[src/rtl/hwcursor_pkg.sv]
package hwcursor_pkg;

  typedef enum logic [3:0] {
    CREG_ENABLE = 4'd0,
    CREG_STYLE  = 4'd1,
    CREG_XLO    = 4'd2,
    CREG_XHI    = 4'd3,
    CREG_YLO    = 4'd4,
    CREG_YHI    = 4'd5,
    CREG_BASELO = 4'd6,
    CREG_BASEHI = 4'd7,
    CREG_SKIPX  = 4'd8,
    CREG_SKIPY  = 4'd9,
    CREG_FG     = 4'd10,
    CREG_BG     = 4'd11
  } creg_e;

  localparam int unsigned ENABLE_BIT = 0;
  localparam int unsigned STYLE_BIT  = 4;

endpackage

[src/rtl/hwcursor_regs.sv]
module hwcursor_regs
  import hwcursor_pkg::*;
#(
  parameter int unsigned COORD_W = 11,
  parameter int unsigned BASE_W  = 12,
  parameter int unsigned SKIP_W  = 6,
  parameter int unsigned COLOR_W = 8
) (
  input  logic               clk,
  input  logic               rst_n,
  input  logic               we_i,
  input  logic [3:0]         idx_i,
  input  logic [7:0]         wdata_i,
  output logic               enable_o,
  output logic               style_o,
  output logic [COORD_W-1:0] org_x_o,
  output logic [COORD_W-1:0] org_y_o,
  output logic [BASE_W-1:0]  base_o,
  output logic [SKIP_W-1:0]  skip_x_o,
  output logic [SKIP_W-1:0]  skip_y_o,
  output logic [COLOR_W-1:0] fg_o,
  output logic [COLOR_W-1:0] bg_o
);

  localparam int unsigned CHI_W = COORD_W - 8;
  localparam int unsigned BHI_W = BASE_W - 8;

  logic               en_q, en_d;
  logic               sty_q, sty_d;
  logic [COORD_W-1:0] stg_x_q, stg_x_d;
  logic [7:0]         stg_ylo_q, stg_ylo_d;
  logic [COORD_W-1:0] act_x_q, act_x_d;
  logic [COORD_W-1:0] act_y_q, act_y_d;
  logic [BASE_W-1:0]  base_q, base_d;
  logic [SKIP_W-1:0]  skx_q, skx_d, sky_q, sky_d;
  logic [COLOR_W-1:0] fg_q, fg_d, bg_q, bg_d;

  always_comb begin
    en_d      = en_q;
    sty_d     = sty_q;
    stg_x_d   = stg_x_q;
    stg_ylo_d = stg_ylo_q;
    act_x_d   = act_x_q;
    act_y_d   = act_y_q;
    base_d    = base_q;
    skx_d     = skx_q;
    sky_d     = sky_q;
    fg_d      = fg_q;
    bg_d      = bg_q;
    if (we_i) begin
      case (creg_e'(idx_i))
        CREG_ENABLE: en_d = wdata_i[ENABLE_BIT];
        CREG_STYLE:  sty_d = wdata_i[STYLE_BIT];
        CREG_XLO:    stg_x_d[7:0] = wdata_i;
        CREG_XHI:    stg_x_d[COORD_W-1:8] = wdata_i[CHI_W-1:0];
        CREG_YLO:    stg_ylo_d = wdata_i;
        CREG_YHI: begin
          // commit point: both axes move together
          act_x_d = stg_x_q;
          act_y_d = {wdata_i[CHI_W-1:0], stg_ylo_q};
        end
        CREG_BASELO: base_d[7:0] = wdata_i;
        CREG_BASEHI: base_d[BASE_W-1:8] = wdata_i[BHI_W-1:0];
        CREG_SKIPX:  skx_d = wdata_i[SKIP_W-1:0];
        CREG_SKIPY:  sky_d = wdata_i[SKIP_W-1:0];
        CREG_FG:     fg_d = wdata_i[COLOR_W-1:0];
        CREG_BG:     bg_d = wdata_i[COLOR_W-1:0];
        default: ;
      endcase
    end
  end

  always_ff @(posedge clk or negedge rst_n) begin
    if (!rst_n) begin
      en_q      <= 1'b0;
      sty_q     <= 1'b0;
      stg_x_q   <= '0;
      stg_ylo_q <= '0;
      act_x_q   <= '0;
      act_y_q   <= '0;
      base_q    <= '0;
      skx_q     <= '0;
      sky_q     <= '0;
      fg_q      <= '1;
      bg_q      <= '0;
    end else if (we_i) begin
      en_q      <= en_d;
      sty_q     <= sty_d;
      stg_x_q   <= stg_x_d;
      stg_ylo_q <= stg_ylo_d;
      act_x_q   <= act_x_d;
      act_y_q   <= act_y_d;
      base_q    <= base_d;
      skx_q     <= skx_d;
      sky_q     <= sky_d;
      fg_q      <= fg_d;
      bg_q      <= bg_d;
    end
  end

  assign enable_o = en_q;
  assign style_o  = sty_q;
  assign org_x_o  = act_x_q;
  assign org_y_o  = act_y_q;
  assign base_o   = base_q;
  assign skip_x_o = skx_q;
  assign skip_y_o = sky_q;
  assign fg_o     = fg_q;
  assign bg_o     = bg_q;

  // displayed origin only moves on the commit write
  assert_commit_only_R3: assert property (@(posedge clk) disable iff (!rst_n)
    !(we_i && idx_i == CREG_YHI) |=> ($stable(org_x_o) && $stable(org_y_o)));

endmodule

[src/rtl/hwcursor_axis.sv]
module hwcursor_axis #(
  parameter int unsigned COORD_W = 11,
  parameter int unsigned CUR_DIM = 64,
  localparam int unsigned IDX_W  = $clog2(CUR_DIM)
) (
  input  logic [COORD_W-1:0] pos_i,
  input  logic [COORD_W-1:0] org_i,
  input  logic [IDX_W-1:0]   skip_i,
  output logic               hit_o,
  output logic [IDX_W-1:0]   idx_o
);

  logic [COORD_W:0] diff;
  logic [COORD_W:0] span;

  always_comb begin
    diff  = {1'b0, pos_i} - {1'b0, org_i};
    span  = (COORD_W+1)'(CUR_DIM) - {{(COORD_W+1-IDX_W){1'b0}}, skip_i};
    hit_o = !diff[COORD_W] && (diff < span);
    idx_o = diff[IDX_W-1:0] + skip_i;
  end

endmodule

[src/rtl/hwcursor_mux.sv]
module hwcursor_mux #(
  parameter int unsigned COLOR_W = 8
) (
  input  logic               show_i,
  input  logic               style_i,
  input  logic               a_i,
  input  logic               b_i,
  input  logic [COLOR_W-1:0] pix_i,
  input  logic [COLOR_W-1:0] fg_i,
  input  logic [COLOR_W-1:0] bg_i,
  output logic [COLOR_W-1:0] pix_o
);

  always_comb begin
    pix_o = pix_i;
    if (show_i) begin
      if (style_i) begin
        case ({a_i, b_i})
          2'b10:   pix_o = bg_i;
          2'b11:   pix_o = fg_i;
          default: pix_o = pix_i;
        endcase
      end else begin
        case ({a_i, b_i})
          2'b00:   pix_o = bg_i;
          2'b01:   pix_o = fg_i;
          2'b10:   pix_o = pix_i;
          default: pix_o = ~pix_i;
        endcase
      end
    end
  end

endmodule

[src/rtl/hwcursor_overlay.sv]
module hwcursor_overlay #(
  parameter int unsigned COORD_W = 11,
  parameter int unsigned COLOR_W = 8,
  parameter int unsigned BASE_W  = 12,
  parameter int unsigned CUR_DIM = 64,
  localparam int unsigned IDX_W  = $clog2(CUR_DIM),
  localparam int unsigned GRP_W  = IDX_W - 4,
  localparam int unsigned MEM_AW = BASE_W + IDX_W + GRP_W
) (
  input  logic               clk,
  input  logic               rst_n,
  input  logic               cfg_we,
  input  logic [3:0]         cfg_idx,
  input  logic [7:0]         cfg_wdata,
  input  logic               pix_vld_i,
  input  logic [COORD_W-1:0] pix_x_i,
  input  logic [COORD_W-1:0] pix_y_i,
  input  logic [COLOR_W-1:0] pix_i,
  output logic               mem_re_o,
  output logic [MEM_AW-1:0]  mem_addr_o,
  input  logic [31:0]        mem_rdata_i,
  output logic               pix_vld_o,
  output logic [COLOR_W-1:0] pix_o
);

  logic               enable, style;
  logic [COORD_W-1:0] org_x, org_y;
  logic [BASE_W-1:0]  base;
  logic [IDX_W-1:0]   skip_x, skip_y;
  logic [COLOR_W-1:0] fg, bg;

  hwcursor_regs #(
    .COORD_W(COORD_W), .BASE_W(BASE_W), .SKIP_W(IDX_W), .COLOR_W(COLOR_W)
  ) regs_i (
    .clk(clk), .rst_n(rst_n), .we_i(cfg_we), .idx_i(cfg_idx), .wdata_i(cfg_wdata),
    .enable_o(enable), .style_o(style), .org_x_o(org_x), .org_y_o(org_y),
    .base_o(base), .skip_x_o(skip_x), .skip_y_o(skip_y), .fg_o(fg), .bg_o(bg)
  );

  // axis 0 = horizontal, axis 1 = vertical
  logic [COORD_W-1:0] ax_pos  [2];
  logic [COORD_W-1:0] ax_org  [2];
  logic [IDX_W-1:0]   ax_skip [2];
  logic               ax_hit  [2];
  logic [IDX_W-1:0]   ax_idx  [2];

  assign ax_pos[0]  = pix_x_i;
  assign ax_pos[1]  = pix_y_i;
  assign ax_org[0]  = org_x;
  assign ax_org[1]  = org_y;
  assign ax_skip[0] = skip_x;
  assign ax_skip[1] = skip_y;

  for (genvar ax = 0; ax < 2; ax++) begin : g_axis
    hwcursor_axis #(.COORD_W(COORD_W), .CUR_DIM(CUR_DIM)) axis_i (
      .pos_i(ax_pos[ax]), .org_i(ax_org[ax]), .skip_i(ax_skip[ax]),
      .hit_o(ax_hit[ax]), .idx_o(ax_idx[ax])
    );

    // a covered pixel never selects a column/row before the skip
    assert_idx_after_skip_R4: assert property (@(posedge clk) disable iff (!rst_n)
      ax_hit[ax] |-> (ax_idx[ax] >= ax_skip[ax]));
  end

  // ---------------- stage 1: locate and issue the read ----------------
  logic               show_now;
  logic               s1_vld_q, s1_show_q, s1_sty_q;
  logic [3:0]         s1_bit_q;
  logic [COLOR_W-1:0] s1_pix_q, s1_fg_q, s1_bg_q;
  logic               re_q, re_d;
  logic [MEM_AW-1:0]  addr_q, addr_d;

  always_comb begin
    show_now = enable && ax_hit[0] && ax_hit[1];
    re_d     = pix_vld_i && show_now;
    addr_d   = {base, ax_idx[1], ax_idx[0][IDX_W-1:4]};
  end

  always_ff @(posedge clk or negedge rst_n) begin
    if (!rst_n) begin
      s1_vld_q <= 1'b0;
      re_q     <= 1'b0;
    end else begin
      s1_vld_q <= pix_vld_i;
      re_q     <= re_d;
    end
  end

  always_ff @(posedge clk or negedge rst_n) begin
    if (!rst_n) begin
      s1_show_q <= 1'b0;
      s1_sty_q  <= 1'b0;
      s1_bit_q  <= '0;
      s1_pix_q  <= '0;
      s1_fg_q   <= '0;
      s1_bg_q   <= '0;
      addr_q    <= '0;
    end else if (pix_vld_i) begin
      s1_show_q <= show_now;
      s1_sty_q  <= style;
      s1_bit_q  <= ax_idx[0][3:0];
      s1_pix_q  <= pix_i;
      s1_fg_q   <= fg;
      s1_bg_q   <= bg;
      addr_q    <= addr_d;
    end
  end

  assign mem_re_o   = re_q;
  assign mem_addr_o = addr_q;

  // ---------------- stage 2: wait for memory ----------------
  logic               s2_vld_q, s2_show_q, s2_sty_q;
  logic [3:0]         s2_bit_q;
  logic [COLOR_W-1:0] s2_pix_q, s2_fg_q, s2_bg_q;

  always_ff @(posedge clk or negedge rst_n) begin
    if (!rst_n) begin
      s2_vld_q <= 1'b0;
    end else begin
      s2_vld_q <= s1_vld_q;
    end
  end

  always_ff @(posedge clk or negedge rst_n) begin
    if (!rst_n) begin
      s2_show_q <= 1'b0;
      s2_sty_q  <= 1'b0;
      s2_bit_q  <= '0;
      s2_pix_q  <= '0;
      s2_fg_q   <= '0;
      s2_bg_q   <= '0;
    end else if (s1_vld_q) begin
      s2_show_q <= s1_show_q;
      s2_sty_q  <= s1_sty_q;
      s2_bit_q  <= s1_bit_q;
      s2_pix_q  <= s1_pix_q;
      s2_fg_q   <= s1_fg_q;
      s2_bg_q   <= s1_bg_q;
    end
  end

  // ---------------- output stage: decode ----------------
  logic               a_bit, b_bit;
  logic [COLOR_W-1:0] mux_pix;
  logic               out_vld_q;
  logic [COLOR_W-1:0] out_pix_q;

  always_comb begin
    a_bit = mem_rdata_i[{1'b0, ~s2_bit_q}];
    b_bit = mem_rdata_i[{1'b1, ~s2_bit_q}];
  end

  hwcursor_mux #(.COLOR_W(COLOR_W)) mux_i (
    .show_i(s2_show_q), .style_i(s2_sty_q), .a_i(a_bit), .b_i(b_bit),
    .pix_i(s2_pix_q), .fg_i(s2_fg_q), .bg_i(s2_bg_q), .pix_o(mux_pix)
  );

  always_ff @(posedge clk or negedge rst_n) begin
    if (!rst_n) begin
      out_vld_q <= 1'b0;
    end else begin
      out_vld_q <= s2_vld_q;
    end
  end

  always_ff @(posedge clk or negedge rst_n) begin
    if (!rst_n) begin
      out_pix_q <= '0;
    end else if (s2_vld_q) begin
      out_pix_q <= mux_pix;
    end
  end

  assign pix_vld_o = out_vld_q;
  assign pix_o     = out_pix_q;

  // ---------------- checks ----------------
  logic [1:0] age_q;
  always_ff @(posedge clk or negedge rst_n) begin
    if (!rst_n) begin
      age_q <= 2'd0;
    end else if (age_q != 2'd3) begin
      age_q <= age_q + 2'd1;
    end
  end

  // valid emerges a fixed two edges after the coordinate is taken
  assert_fixed_latency_R9: assert property (@(posedge clk) disable iff (!rst_n)
    (age_q == 2'd3) |-> (pix_vld_o == $past(pix_vld_i, 3)));

  // desktop table, code 11 inverts the screen pixel
  assert_invert_code_R6: assert property (@(posedge clk) disable iff (!rst_n)
    (s2_vld_q && s2_show_q && !s2_sty_q && a_bit && b_bit)
      |=> ((pix_o ^ $past(s2_pix_q)) == {COLOR_W{1'b1}}));

  // windowing-system table, A=0 is transparent
  assert_transparent_code_R7: assert property (@(posedge clk) disable iff (!rst_n)
    (s2_vld_q && s2_show_q && s2_sty_q && !a_bit) |=> (pix_o == $past(s2_pix_q)));

  // uncovered or disabled pixels pass through
  assert_passthrough_R8: assert property (@(posedge clk) disable iff (!rst_n)
    (s2_vld_q && !s2_show_q) |=> (pix_o == $past(s2_pix_q)));

  // output holds while nothing valid arrives
  assert_hold_idle_R9: assert property (@(posedge clk) disable iff (!rst_n)
    !s2_vld_q |=> $stable(pix_o));

endmodule

[config.mk]
export PLATFORM = sky130hd
export DESIGN_NAME = hwcursor_overlay
export DESIGN_NICKNAME = d
export VERILOG_FILES = /design/src/rtl/hwcursor_pkg.sv /design/src/rtl/hwcursor_regs.sv /design/src/rtl/hwcursor_axis.sv /design/src/rtl/hwcursor_mux.sv /design/src/rtl/hwcursor_overlay.sv
export SDC_FILE = /design/constraint.sdc
export NUM_CORES = 1
export LEC_CHECK = 0
export BUFFER_PORTS_ARGS = -buffer_cell sky130_fd_sc_hd__buf_2
export CAP_MARGIN = 30
export CORE_UTILIZATION = 45
export DETAILED_ROUTE_END_ITERATION = 7
export PLACE_DENSITY_LB_ADDON = 0.08
export SLEW_MARGIN = 20
export SYNTH_ARGS = -nofsm -noshare
export SYNTH_HDL_FRONTEND = slang
export SYNTH_SLANG_ARGS = --single-unit
[constraint.sdc]
create_clock -name clk -period 7.55 [get_ports clk]
set_input_delay 1.51 -clock clk [delete_from_list [all_inputs] [get_ports clk]]
set_output_delay 1.51 -clock clk [all_outputs]
set_load 0.02 [all_outputs]
==> results of run 1 <==
[Yosys cell counts (2+ instances only)]
cell type | number | area [um2]
clkbuf_1 | 13 | 48.8
xnor2_1 | 20 | 175
nor2_1 | 25 | 93.8
xor2_1 | 8 | 70.1
mux4_2 | 6 | 135
fa_1 | 4 | 80.1
nor2b_1 | 5 | 31.3
o221ai_1 | 4 | 35.0
a211oi_2 | 2 | 25.0
nand2b_1 | 14 | 87.6
or3_1 | 3 | 18.8
mux2_4 | 2 | 30.0
mux2_2 | 129 | 1450
a21boi_0 | 2 | 15.0
inv_1 | 48 | 180
a31oi_1 | 3 | 18.8
nand3_1 | 12 | 60.1
mux2i_1 | 7 | 70.1
mux4_1 | 2 | 52.6
o21ai_0 | 45 | 225
buf_1 | 6 | 22.5
dfrtp_1 | 167 | 4180
nand2_1 | 43 | 161
o22ai_1 | 9 | 56.3
o21a_1 | 5 | 37.5
a2bb2oi_1 | 6 | 52.6
nand3b_1 | 4 | 30.0
buf_2 | 4 | 20.0
dfstp_2 | 8 | 210
buf_6 | 2 | 22.5
o221a_2 | 6 | 67.6
ha_1 | 48 | 601
a21oi_1 | 21 | 105
nor3_1 | 10 | 50.1
a21o_1 | 11 | 82.6
[cell families (layout without fill, tap and decap cells)]
kind of cell,Yosys count,in the layout,synth area share
simple gates,124,124,0.0683
flops,175,175,0.496
xor+xnor,28,28,0.0277
buf+inv,75,193,0.0346
fa+ha+maj,52,52,0.0769
compound gates,129,129,0.0975
mux,147,147,0.199
[placed cells by master (no fill, tap or decap), types with 20 or more instances in the layout]
cell / count
a21oi_1: 21
buf_2: 106
dfrtp_1: 167
ha_1: 48
inv_1: 48
mux2_2: 129
nand2_1: 43
nor2_1: 24
o21ai_0: 45
xnor2_1: 20
[registers in the layout, indices dropped and copies added (netlist names), 6 cells and up]
register	flops
mem_addr_o	20
pix_o	8
regs_i.base_o	12
regs_i.bg_o	8
regs_i.fg_o	8
regs_i.org_x_o	11
regs_i.org_y_o	11
regs_i.skip_x_o	6
regs_i.skip_y_o	6
regs_i.stg_x_q	11
regs_i.stg_ylo_q	8
s1_bg_q	8
s1_fg_q	8
s1_pix_q	8
s2_bg_q	8
s2_fg_q	8
s2_pix_q	8
[critical path: stages]
cell and delay (ps):
buf_2 80, inv_1 30, ha_1 210, fa_1 400, nor2b_1 140, o21a_1 140
a31o_2 190, nor2_1 50, xnor2_1 140, ha_1 200, nor4bb_1 270, nand2_1 80
nor4_1 270, o21ai_0 140, or4_4 540, o31ai_2 210
[final timing paths]
path,end,slack [ps],depth (start not counted)
worst max-delay path,s1_show_q,3260,16
worst min-delay path,regs_i.org_x_o[5],470,2
worst max register to register,s1_show_q,4080,14
worst min register to register,regs_i.org_x_o[5],470,2
max in group asynchronous,regs_i.fg_o[7],5270,4
min in group asynchronous,regs_i.org_x_o[3],940,1
[metal layers]
layer  share of wire  up-vias  GRT usage
met1            0.48     2912      0.275
li1                -     2812          -
met2            0.47      134      0.344
met5               0        -          0
met3           0.042       14     0.0448
met4           0.011        0     0.0498
[final cells by class]
type,count,area (um2),area share
Clock buffer,18,429,0.0419
Clock inverter,14,133,0.0129
Sequential cell,175,4390,0.429
Timing Repair Buffer,113,627,0.0612
Inverter,48,180,0.0176
Tap cell,260,325,0.0318
Multi-Input combinational cell,480,4160,0.406
[report_power, final]
group	internal [mW]	switching, mW	leakage [nW]	total [mW]
Clock	0.462	0.385	0.279	0.847
Sequential	1.19	0.172	2.11	1.36
Combinational	0.628	0.652	2.33	1.28
[per-stage QoR]
step / std cells / hold slack (ps) / setup slack (ps) / area, um2
floorplan: 730 / 349 / 3200 / 8850
global placement: 1074 / 457 / 2900 / 9630
detailed placement: 1074 / 464 / 2840 / 9630
CTS: 1106 / 481 / 3270 / 10200
global route: 1108 / 504 / 3100 / 10200
finish: 1108 / 474 / 3260 / 10200
==> flow_summary_export.csv, run 1 <==
group,metric,value,unit
status,outcome,"complete, no violations",
die,rows,50,
cts,cts_buffers,17,
min_path,hold_path_class,"flop to flop",
die,dieArea,20200,um2
timing,clock_skew,7.66,ps
critical_path,cp-startpoint,"pix_x_i[0]",
grt,antenna_found_initial,0,
route,first_pass_iters,4,
timing,hold_viol,0,
final_layout,final_core_util,0.539,
synthesis,synthFlopType,"dfrtp_1",
timing,min_period,4290,ps
timing,fin_crit_sh,0.568,
synthesis,synth_edf_count,0,
final_layout,fillers,1673,
route,drc,0,
cts,holdBufCountCts,0,
min_path,min-delay-start,"regs_i.stg_x_q[5]",
final_layout,areaGrowthSynthToFinish,15.7,%
die,io_pins,108,
route,detail-route-antenna-nets,0,
grt,grt_usage,0.207,
grt,gr-total-overflow,0,
timing,setup_viol,0,
route,routed_wl,19.5,mm
timing,slew_viol_final,0,
cts,cts_resized,0,
power,leakage,4.72,nW
timing,max-slew-margin-rel,0.451,
placement,place.gp.congestion,0.860,
synthesis,avgSynthCellArea,12.1,um2
cts,htreeDepth,4,
critical_path,path_class,"primary input to flop",
critical_path,cp.arrival,4620,ps
placement,hpwl,13.6,mm
final_layout,antenna_cells,0,
critical_path,timing.rr.start,"regs_i.org_x_o[0]",
cts,tritoncts,"built",
grt,grt_pass1_vias,6096,
final_layout,drive_gt1_frac,0.362,
critical_path,critPathMaxFanout,2,
cts,ctsLongestPathBuffers,2,
die,start_util,0.465,
synthesis,synth.yosys.seq_area_share,0.496,
critical_path,startpoint_type,"primary input",
grt,grt_max_degree,99,
die,die_height,142,um
grt,grt_first_pass_wirelength,32.1,mm
cts,clk_latency,420,ps
route,detail_route.wl_per_cell,17.6,um
die,die_w,142,um
synthesis,synth_cell_types,61,
power,power,3.48,mW
power,vdd_ir_drop_max,193,uV
timing,worst_slew_pin_slew,820,ps
synthesis,async_flop_share,1.00,
flow_run,maxCapViolCount,0,
critical_path,required,7880,ps
synthesis,netlist_area,8850,um2
route,drt_iter0_markers,244,
synthesis,ys_ff_latch,175,
cts,cts_sinks,175,
synthesis,syn_inst,730,
timing,tns,0,ps
timing,fmax,0.233,GHz
power,pwr_density_cell,340,nW/um2
cts,clockRootBuffer,"clkbuf_16",
route,vias,5872,
final_layout,nNetsFinal,965,
cts,clk_pin_slew,70,ps
placement,io_buffer_count,107,
timing,rsz0062_at_grt,"false",
critical_path,endpoint_kind,"flop",
cts,post_cts_buffers,0,
die,core_area,19000,um2
synthesis,yosysWarningCount,0,
route,avgViaCountPerCell,5.30,
synthesis,syn_nets,860,
(Power assumes the default switching activity.)
==> run 2, diff against run 1 <==
==> constraint.sdc (replaced) <==
create_clock -name clk -period 3.8 [get_ports clk]
set_input_delay 0.76 -clock clk [delete_from_list [all_inputs] [get_ports clk]]
set_output_delay 0.76 -clock clk [all_outputs]
set_load 0.02 [all_outputs]
==> flow_summary_export.csv, run 2 (synthesized netlist as in run 1, its figures left out) <==
group,metric,value,unit
placement,hpwl,14.0,mm
final_layout,antenna_cells,0,
critical_path,path_class,"primary input to flop",
timing,whs,277,ps
die,io_pins,108,
cts,clockRootBuffer,"clkbuf_16",
timing,hold_viol,0,
timing,min_period,3480,ps
power,leakage,4.78,nW
critical_path,cp.arrival,3820,ps
route,vias,5994,
final_layout,nNetsFinal,971,
final_layout,drive_gt1_frac,0.368,
flow_run,maxCapViolCount,0,
critical_path,startpoint_type,"primary input",
route,avgViaCountPerCell,5.38,
final_layout,largest_register_ffs,20,
power,vdd_ir_drop_max,387,uV
timing,max-slew-margin-rel,0.485,
grt,gr-total-overflow,0,
timing,fmax,0.288,GHz
die,die_w,142,um
timing,setup_viol,0,
cts,clk_pin_slew,70,ps
final_layout,final_common_cell,"dfrtp_1",
status,outcome,"complete, no violations",
final_layout,fillers,1709,
placement,place_ws,-104,ps
die,core_area,19000,um2
die,rows,50,
timing,fin_crit_sh,0.915,
timing,fin_ws,324,ps
final_layout,final_core_util,0.544,
timing,clock_skew,10.1,ps
grt,antenna_found_initial,0,
timing,rsz0062_at_grt,"false",
grt,grt_first_pass_wirelength,33.2,mm
timing,slew_viol_final,0,
cts,tritoncts,"built",
route,drt_iter0_markers,238,
critical_path,critPathMaxFanout,2,
timing,worst_slew_pin_slew,769,ps
critical_path,endpoint_kind,"flop",
route,first_pass_iters,4,
cts,cts_sinks,175,
cts,holdBufCountCts,0,
final_layout,final_area,10300,um2
die,dieArea,20200,um2
critical_path,reg2reg_slack,380,ps
placement,io_buffer_count,107,
final_layout,seq_area,4390,um2
final_layout,areaGrowthSynthToFinish,16.9,%
route,routed_wl,19.7,mm
route,detail_route.wl_per_cell,17.7,um
cts,ctsLongestPathBuffers,2,
cts,htreeDepth,4,
cts,cts_resized,0,
cts,cts_buffers,17,
cts,clk_latency,420,ps
power,pwr_density_cell,694,nW/um2
critical_path,required,4140,ps
die,die_height,142,um
route,detail-route-antenna-nets,0,
cts,post_cts_buffers,0,
grt,grt_max_degree,86,
die,start_util,0.465,
min_path,hold_path_class,"primary input to async pin",
placement,postPlaceCellArea,9700,um2
grt,grt_pass1_vias,6293,
grt,grt_usage,0.214,
route,drc,0,
critical_path,rr_worst_depth,14,
final_layout,multi_input_area,4160,um2
final_layout,mostFrequentLayoutCells,"167 x dfrtp_1, 129 x mux2_2, 106 x buf_2",
placement,place.gp.congestion,0.870,
-- run 2: area by class of cell --
type,count,area share
Timing Repair Buffer,119,0.0623
Multi-Input combinational cell,480,0.402
Tap cell,260,0.0314
Clock buffer,17,0.0411
Clock inverter,15,0.0214
Inverter,48,0.0174
Sequential cell,175,0.424
-- run 2: through the flow --
step	power (mW)	cells	setup TNS, ps
after floorplan	4.60	730	0
after global placement	5.21	1082	-117
after detailed placement	5.30	1082	-158
after CTS	7.25	1114	0
after global routing	7.69	1114	0
final	7.17	1114	0
-- run 2: layer usage --
layer,up-vias,routed length [um],GRT usage
met2,165,9490,0.358
met3,12,969,0.0471
li1,2830,-,-
met1,2987,9070,0.285
met4,0,148,0.0464
met5,-,0,0
-- run 2: final timing paths --
| path | startpoint | endpoint |
|---|---|---|
| min in group clk | s1_bit_q[3] | s2_bit_q[3] |
| hold reg to reg | s1_bit_q[3] | s2_bit_q[3] |
| hold / removal | rst_n | mem_addr_o[0] |
| setup / recovery | pix_x_i[0] | s1_show_q |
| setup reg to reg | regs_i.org_x_o[0] | s1_show_q |
| max in group asynchronous | rst_n | regs_i.fg_o[3] |
-- run 2: worst max-delay path, cell delays in order --
cell and delay, ps:
buf_2 80, inv_1 40, ha_1 220, fa_1 410, nor2b_1 130, o21a_1 130, a31o_2 170, nor2_1 50
xnor2_1 130, ha_1 200, nor4bb_1 260, nand2_1 80, nor4_1 260, o21ai_0 120, or4_4 540, o31ai_2 220
-- run 2: report_power, final --
part	switching [mW]	internal, mW	leakage, nW
registers	0.349	2.36	2.11
clock network	0.779	1.13	0.311
logic	1.30	1.26	2.35
total	2.43	4.74	4.78
